[config.mk]
export PLATFORM = sky130hd
export DESIGN_NAME = pwr_seq_top
export DESIGN_NICKNAME = d
export VERILOG_FILES = /design/src/rtl/pwr_seq_pkg.sv /design/src/rtl/pwr_seq_sync.sv /design/src/rtl/pwr_seq_lowqual.sv /design/src/rtl/pwr_seq_timer.sv /design/src/rtl/pwr_seq_top.sv
export SDC_FILE = /design/constraint.sdc
export NUM_CORES = 1
export LEC_CHECK = 0
export BUFFER_PORTS_ARGS = -buffer_cell sky130_fd_sc_hd__buf_2
export CAP_MARGIN = 20
export CORE_MARGIN = 3
export CORE_UTILIZATION = 35
export DETAILED_ROUTE_END_ITERATION = 12
export GPL_TIMING_DRIVEN = 0
export PLACE_DENSITY = 0.56
export RECOVER_POWER = 50
export SYNTH_ARGS = -nofsm -noshare
export SYNTH_HDL_FRONTEND = slang
export SYNTH_HIERARCHICAL = 1
export SYNTH_SLANG_ARGS = --single-unit
[constraint.sdc]
create_clock -name clk -period 1.9 [get_ports clk]
set_input_delay 0.095 -clock clk [delete_from_list [all_inputs] [get_ports clk]]
set_output_delay 0.095 -clock clk [all_outputs]
set_load 0.02 [all_outputs]
[src/rtl/pwr_seq_pkg.sv]
package pwr_seq_pkg;

  typedef enum logic [1:0] {
    ST_PD     = 2'd0,
    ST_RST    = 2'd1,
    ST_SETTLE = 2'd2,
    ST_READY  = 2'd3
  } seq_state_e;

  // Saturating step of a low-level run counter: restarts on a high sample.
  function automatic int unsigned low_run_step(input int unsigned cur,
                                               input logic        lvl,
                                               input int unsigned cap);
    if (lvl) return 0;
    if (cur >= cap) return cap;
    return cur + 1;
  endfunction

endpackage

[src/rtl/pwr_seq_sync.sv]
module pwr_seq_sync #(
  parameter int STAGES = 2
) (
  input  logic clk,
  input  logic por_n,
  input  logic d_async,
  output logic q_sync
);
  logic [STAGES-1:0] chain;

  generate
    for (genvar g = 0; g < STAGES; g++) begin : g_stage
      if (g == 0) begin : g_first
        always_ff @(posedge clk or negedge por_n) begin
          if (!por_n) chain[0] <= 1'b0;
          else        chain[0] <= d_async;
        end
      end else begin : g_next
        always_ff @(posedge clk or negedge por_n) begin
          if (!por_n) chain[g] <= 1'b0;
          else        chain[g] <= chain[g-1];
        end
      end
    end
  endgenerate

  assign q_sync = chain[STAGES-1];
endmodule

[src/rtl/pwr_seq_lowqual.sv]
module pwr_seq_lowqual
  import pwr_seq_pkg::*;
#(
  parameter int MIN_LOW = 4
) (
  input  logic clk,
  input  logic por_n,
  input  logic lvl,
  output logic qual_low
);
  localparam int CW = $clog2(MIN_LOW + 1);
  localparam logic [CW-1:0] CAP = CW'(MIN_LOW);

  logic [CW-1:0] run_q;

  always_ff @(posedge clk or negedge por_n) begin
    if (!por_n) run_q <= CAP;
    else        run_q <= CW'(low_run_step(int'(run_q), lvl, MIN_LOW));
  end

  assign qual_low = (run_q == CAP);
endmodule

[src/rtl/pwr_seq_timer.sv]
module pwr_seq_timer #(
  parameter int LIMIT = 16
) (
  input  logic clk,
  input  logic por_n,
  input  logic run,
  output logic done
);
  localparam int TW = $clog2(LIMIT + 1);
  localparam logic [TW-1:0] LAST = TW'(LIMIT - 1);

  logic [TW-1:0] cnt_q;

  always_ff @(posedge clk or negedge por_n) begin
    if (!por_n)   cnt_q <= '0;
    else if (run) cnt_q <= cnt_q + 1'b1;
    else          cnt_q <= '0;
  end

  assign done = run && (cnt_q == LAST);
endmodule

[src/rtl/pwr_seq_top.sv]
module pwr_seq_top
  import pwr_seq_pkg::*;
#(
  parameter int SYNC_STAGES   = 2,
  parameter int MIN_LOW       = 4,
  parameter int RESET_CYCLES  = 3,
  parameter int SETTLE_CYCLES = 2700000
) (
  input  logic       clk,
  input  logic       por_n,
  input  logic       pdrst_n,
  output logic       pwrdn_o,
  output logic       dp_clear_o,
  output logic       ctl_load_o,
  output logic       ready_o,
  output logic [1:0] state_o
);
  // named internal events, observed by the bound checker
  logic pin_s;
  logic qual_low;
  logic rst_done;
  logic settle_done;

  seq_state_e st_q, st_d;

  pwr_seq_sync #(.STAGES(SYNC_STAGES)) sync_i (
    .clk(clk), .por_n(por_n), .d_async(pdrst_n), .q_sync(pin_s)
  );

  pwr_seq_lowqual #(.MIN_LOW(MIN_LOW)) qual_i (
    .clk(clk), .por_n(por_n), .lvl(pin_s), .qual_low(qual_low)
  );

  pwr_seq_timer #(.LIMIT(RESET_CYCLES)) rst_tmr_i (
    .clk(clk), .por_n(por_n), .run(st_q == ST_RST), .done(rst_done)
  );

  pwr_seq_timer #(.LIMIT(SETTLE_CYCLES)) settle_tmr_i (
    .clk(clk), .por_n(por_n), .run(st_q == ST_SETTLE), .done(settle_done)
  );

  always_comb begin
    st_d = st_q;
    if (st_q == ST_PD) begin
      if (pin_s) st_d = ST_RST;
    end else if (qual_low) begin
      st_d = ST_PD;
    end else begin
      unique case (st_q)
        ST_RST:    if (rst_done)    st_d = ST_SETTLE;
        ST_SETTLE: if (settle_done) st_d = ST_READY;
        default:   st_d = st_q;
      endcase
    end
  end

  always_ff @(posedge clk or negedge por_n) begin
    if (!por_n) st_q <= ST_PD;
    else        st_q <= st_d;
  end

  assign pwrdn_o    = (st_q == ST_PD);
  assign dp_clear_o = (st_q == ST_RST);
  assign ctl_load_o = (st_q == ST_RST);
  assign ready_o    = (st_q == ST_READY);
  assign state_o    = st_q;
endmodule

# ---- After elaboration in Yosys (flattened, before gate mapping)
# Cells that the tools add are included.
dict set report totals {
  regBits 31
  out_inout_bits 6
  input_bits 3
}
dict set report op_classes {
  addsub 3
  order_cmp 1
  n_reduce_logical 5
  mux 14
  eq_ne 9
}
# cell n
set op_table {}
lappend op_table {{adder 22 x 1 -> 22 bit (second input constant)} 1}
lappend op_table {{== test 22 bit (second input constant)} 1}
lappend op_table {{2-to-1 mux 22 bit} 1}
lappend op_table {{2-to-1 mux 2 bit} 6}
lappend op_table {{2-to-1 mux 3 bit} 3}
lappend op_table {{inequality test 4 bit (second input constant)} 2}
lappend op_table {{== test 2 bit (second input constant)} 3}
lappend op_table {{case mux 2 bit (2 select lines)} 1}
lappend op_table {{AND reduction 4 bit} 1}
lappend op_table {{nonzero test 4 bit} 1}
lappend op_table {{adder 3 x 1 -> 3 bit (second input constant)} 1}
lappend op_table {{== test 3 bit (second input constant)} 1}
lappend op_table {{greater-or-equal comparator 3 bit (second input constant)} 1}
lappend op_table {{2-to-1 mux 1 bit} 3}
lappend op_table {{adder 2 x 1 -> 2 bit (second input constant)} 1}
lappend op_table {{== test 2 x 1 -> 1 bit (second input constant)} 1}
lappend op_table {{logical AND 1 bit} 2}
lappend op_table {{logical NOT 2 bit} 1}
lappend op_table {{inequality test 2 x 1 -> 1 bit (second input constant)} 1}

# ---- Longest topological paths before layout
dict set report logic_depth {
  ltp_word 6
  depth_mapped 6
  depth_no_buf 6
}

# ---- By module
# The synthesis kept the hierarchy.
# module cells_per_inst seq_area_each_um2 area_per_inst_um2 n_inst
set by_module_without_submodules {}
lappend by_module_without_submodules {{pwr_seq_timer at settle_tmr_i} 121 550.5 1126.1 1}
lappend by_module_without_submodules {pwr_seq_lowqual 11 76.3 143.9 1}
lappend by_module_without_submodules {pwr_seq_top 13 50.0 112.6 1}
lappend by_module_without_submodules {{pwr_seq_timer at rst_tmr_i} 7 50.0 100.1 1}
lappend by_module_without_submodules {pwr_seq_sync 2 50.0 50.0 1}

# ---- Worst setup path after synthesis
# OpenSTA, ideal clock, no wires.
dict set report synth_timing {
  path_kind {register -> register}
  from {reg settle_tmr_i.cnt_q[0]}
  to {reg settle_tmr_i.cnt_q[18]}
  t_arrival_ns 1.797
  period_less_slack_ns 1.875
  required_time_ns 1.822
  path_buffers 0
  slack_ns 0.025
  path_stages_with_launch 6
  cell_sequence {dfrtp_1 ha_1 nand4_1 or4_1 or3_1 a21oi_1}
}
dict set report synth_via {
  elab_chain_len 2
}
# element line_no
set synth_lines {}
lappend synth_lines {{start: declaration} pwr_seq_timer.sv:12} ;# logic [TW-1:0] cnt_q;
lappend synth_lines {{start signal: assignment} pwr_seq_timer.sv:16} ;# else if (run) cnt_q <= cnt_q + 1'b1;
lappend synth_lines {{adder 22 x 1 -> 22 bit} pwr_seq_timer.sv:16}
lappend synth_lines {{2-to-1 mux 22 bit} pwr_seq_timer.sv:16}
# No other way between the ends.
# A chain may end at the register's enable or synchronous reset.

# ---- Worst setup path after layout
dict set report layout_timing {
  from {reg settle_tmr_i.cnt_q[8]}
  to {reg settle_tmr_i.cnt_q[19]}
}
# The elaborated chain is that of the path after synthesis.

==> impl_metrics.ini <==
[critical_path]
cp-startpoint = settle_tmr_i/cnt_q[8]$_DFF_PN0_
path_max_fanout = 6
critPathRequiredTime_ns = 2.09
r2r-start = settle_tmr_i/cnt_q[8]$_DFF_PN0_
cp-start-kind = register
path_class = register to register
reg2reg_to = settle_tmr_i/cnt_q[19]$_DFF_PN0_
regToRegSetupSlack_ns = 0.04
cp-end-kind = register
reg2reg_depth = 4
arrival_ns = 2.05

[route]
first_iter_violations = 70
drtAntennaViolNets = 0
drcViolationCount = 0
wl_mm = 3.04
num_vias = 1163
wire_per_inst_um = 13.5
firstDrtPassIters = 4
via_per_inst = 5.17

[worst_hold_path]
holdCritPathClass = register to register
min_from = sync_i/chain[0]$_DFF_PN0_
hold_path_end = sync_i/q_sync$_DFF_PN0_
holdPathStages = 0

[cts]
clock_path_buffers = 2
cts_tree = built
h-tree-depth = 2
clockRootBuffer = clkbuf_8
cts_made_buffers = 5
cts.sinks = 31
clk_pin_slew_ns = 0.07
clock_latency_ns = 0.27

[power_and_ir_drop]
power_switching_share_pct = 30.2
clockPowerShare_pct = 35.5
sequentialPowerShare_pct = 41.6
combinationalPowerShare_pct = 22.9
power_switching_mw = 0.569
power.density_nw_per_um2 = 1030
p_int_mw = 1.31
irDropWorstVdd_v = 0.000365
p_leak_nw = 0.746

[placed_design]
place_ws_ns = -0.199
placed_area_um2 = 1640
port_buffers = 8
gp_congestion = 0.813
dp_hpwl_mm = 2.11

[run]
drv_cap = 0

[grt]
grt_antenna_before_repair = 0
grt_max_degree = 32
grt_pass1_vias = 1217
grt_pass1_wl_mm = 5.64
gr-total-overflow = 0
gr-usage-all-layers_pct = 14.0

[synth]
synth_top_flop_cell = dfrtp_1
synth_area_um2 = 1530
netlist-cell-type-count = 36
yosys_register_bits = 31
syn_nets = 161
synth-edff-count = 0
synthArstFlopShare_pct = 100
yosysWarnings = 6
seq_area_frac_synth_pct = 50.7
syn_avg_cell_area_um2 = 9.95
synth_cells = 154

[run_status]
status = finished, final reports clean

[finish]
final_common_cell = dfrtp_1
fillerInstances = 428
finalInstanceArea_um2 = 1830
final_cell_mix = dfrtp_1 (26), nor2_1 (13), nand2_1 (11)
antenna_cells = 0
area_delta_synth_final_pct = 19.3
multi_input_area_um2 = 727
fin_nets = 181
regArea_um2 = 782
drive_above_1_share_pct = 21.1

[floorplanning]
start_util_pct = 37.2
die_y_um = 72.2
row_count = 23
fp.dieW_um = 72.2
design.core.area_um2 = 4120
pin_count = 9
die-area_um2 = 5210

[timing]
period_minus_slack_ns = 1.86
finalHoldViolCount = 0
slew_viol_final = 0
clock.fmax_mhz = 538
rsz0062_at_grt = true
setup_tns_ns = 0
period_share_pct = 97.8
slew_headroom_pct = 47.8
setup_viol = 0
tightest_slew_ns = 0.783
skew_ns = 0.00417
worst_slack_ns = 0.0427
cells in the mapped netlist (4+ instances only):
cell	number	share of area (%)
dfrtp_1	30	49
nor2_1	13	3.2
a21oi_1	9	2.9
ha_1	4	3.3
nand2_1	11	2.7
o21ai_0	6	2.0
or3_1	7	2.9
nand3_1	8	2.6
xor2_1	6	3.4
nand4_1	7	2.9
and2_1	4	1.6
or4_1	5	2.4
nor4_1	5	2.0
inv_1	7	1.7
xnor2_1	4	2.3
sequential cells by signal (all words and copies together), names as in the netlist:
| name | count |
|---|---|
| qual_i/run_q | 3 |
| rst_tmr_i/cnt_q | 2 |
| settle_tmr_i/cnt_q | 22 |
| state_o | 2 |
| sync_i/chain | 1 |
| sync_i/q_sync | 1 |
worst max-delay path: stages, from the launching register on:
cell     delay [ns]
dfrtp_1        0.42
nand4_4        0.13
or4_4          0.57
or4_1          0.48
a21oi_1        0.17
power groups by stage:
stage          sequential (mW)  clock (mW)  combinational (mW)
2_1_floorplan            0.810           0               0.293
4_1_cts                  0.782       0.686               0.474
3_3_place_gp             0.794           0               0.442
5_1_grt                  0.794       0.723               0.486
6_report                 0.783       0.668               0.431
3_5_place_dp             0.798           0               0.454
layout make-up:
type / count / area share (%)
clock inverters: 2 / 1.92
well taps: 50 / 3.42
clock buffers: 6 / 4.51
inverters: 7 / 1.44
multi-input cells: 111 / 39.7
repair buffers: 15 / 5.34
plain buffers: 3 / 0.889
flip-flops and latches: 31 / 42.7
per-stage QoR:
step           total power [mW]  hold slack [ns]  instances  util (%)
6_report                   1.88            0.352        225      44.5
5_1_grt                    2.00            0.383        225      44.5
4_1_cts                    1.94            0.356        225      44.0
3_5_place_dp               1.25            0.185        212      39.7
3_3_place_gp               1.24            0.166        212      39.7
2_1_floorplan              1.10           -0.201        154         -
how the worst max path moves through the flow:
stage,to,slack [ns]
2_1_floorplan,settle_tmr_i/cnt_q[18]$_DFF_PN0_,0.02
3_3_place_gp,settle_tmr_i/cnt_q[20]$_DFF_PN0_,-0.18
3_5_place_dp,settle_tmr_i/cnt_q[18]$_DFF_PN0_,-0.20
4_1_cts,settle_tmr_i/cnt_q[19]$_DFF_PN0_,0.03
5_1_grt,settle_tmr_i/cnt_q[17]$_DFF_PN0_,-0.03
6_report,settle_tmr_i/cnt_q[19]$_DFF_PN0_,0.04
cells by family (layout without fill, tap and decap cells):
| logic type | Yosys count | after routing | share of synthesized area (%) |
|---|---|---|---|
| buf+inv | 12 | 33 | 3.18 |
| compound gates | 21 | 21 | 7.84 |
| xor+xnor | 10 | 10 | 5.71 |
| fa+ha+maj | 4 | 4 | 3.27 |
| mux | 1 | 1 | 0.653 |
| flops | 31 | 31 | 50.7 |
| simple gates | 75 | 75 | 28.7 |
per-layer routing:
layer | wire (µm) | vias to the layer above | part of all wire [%] | global-route usage (%)
li1 | - | 587 | - | -
met1 | 1470 | 561 | 48 | 18.2
met2 | 1480 | 13 | 49 | 23.2
met3 | 86 | 2 | 2.8 | 3.32
met4 | 10 | 0 | 0.33 | 4.38
met5 | 0 | - | 0 | 0
repair_timing:
item | 4_1_cts | 5_1_grt
endpoints found under the hold margin | 31 | 0
pin swaps | 2 | 0
endpoints found under the setup margin | 8 | 18
hold buffers | 2 | 0
buffers inserted | 5 | 0
gates resized for setup | 4 | 8
Note: power is estimated with default switching activity, not from simulation.
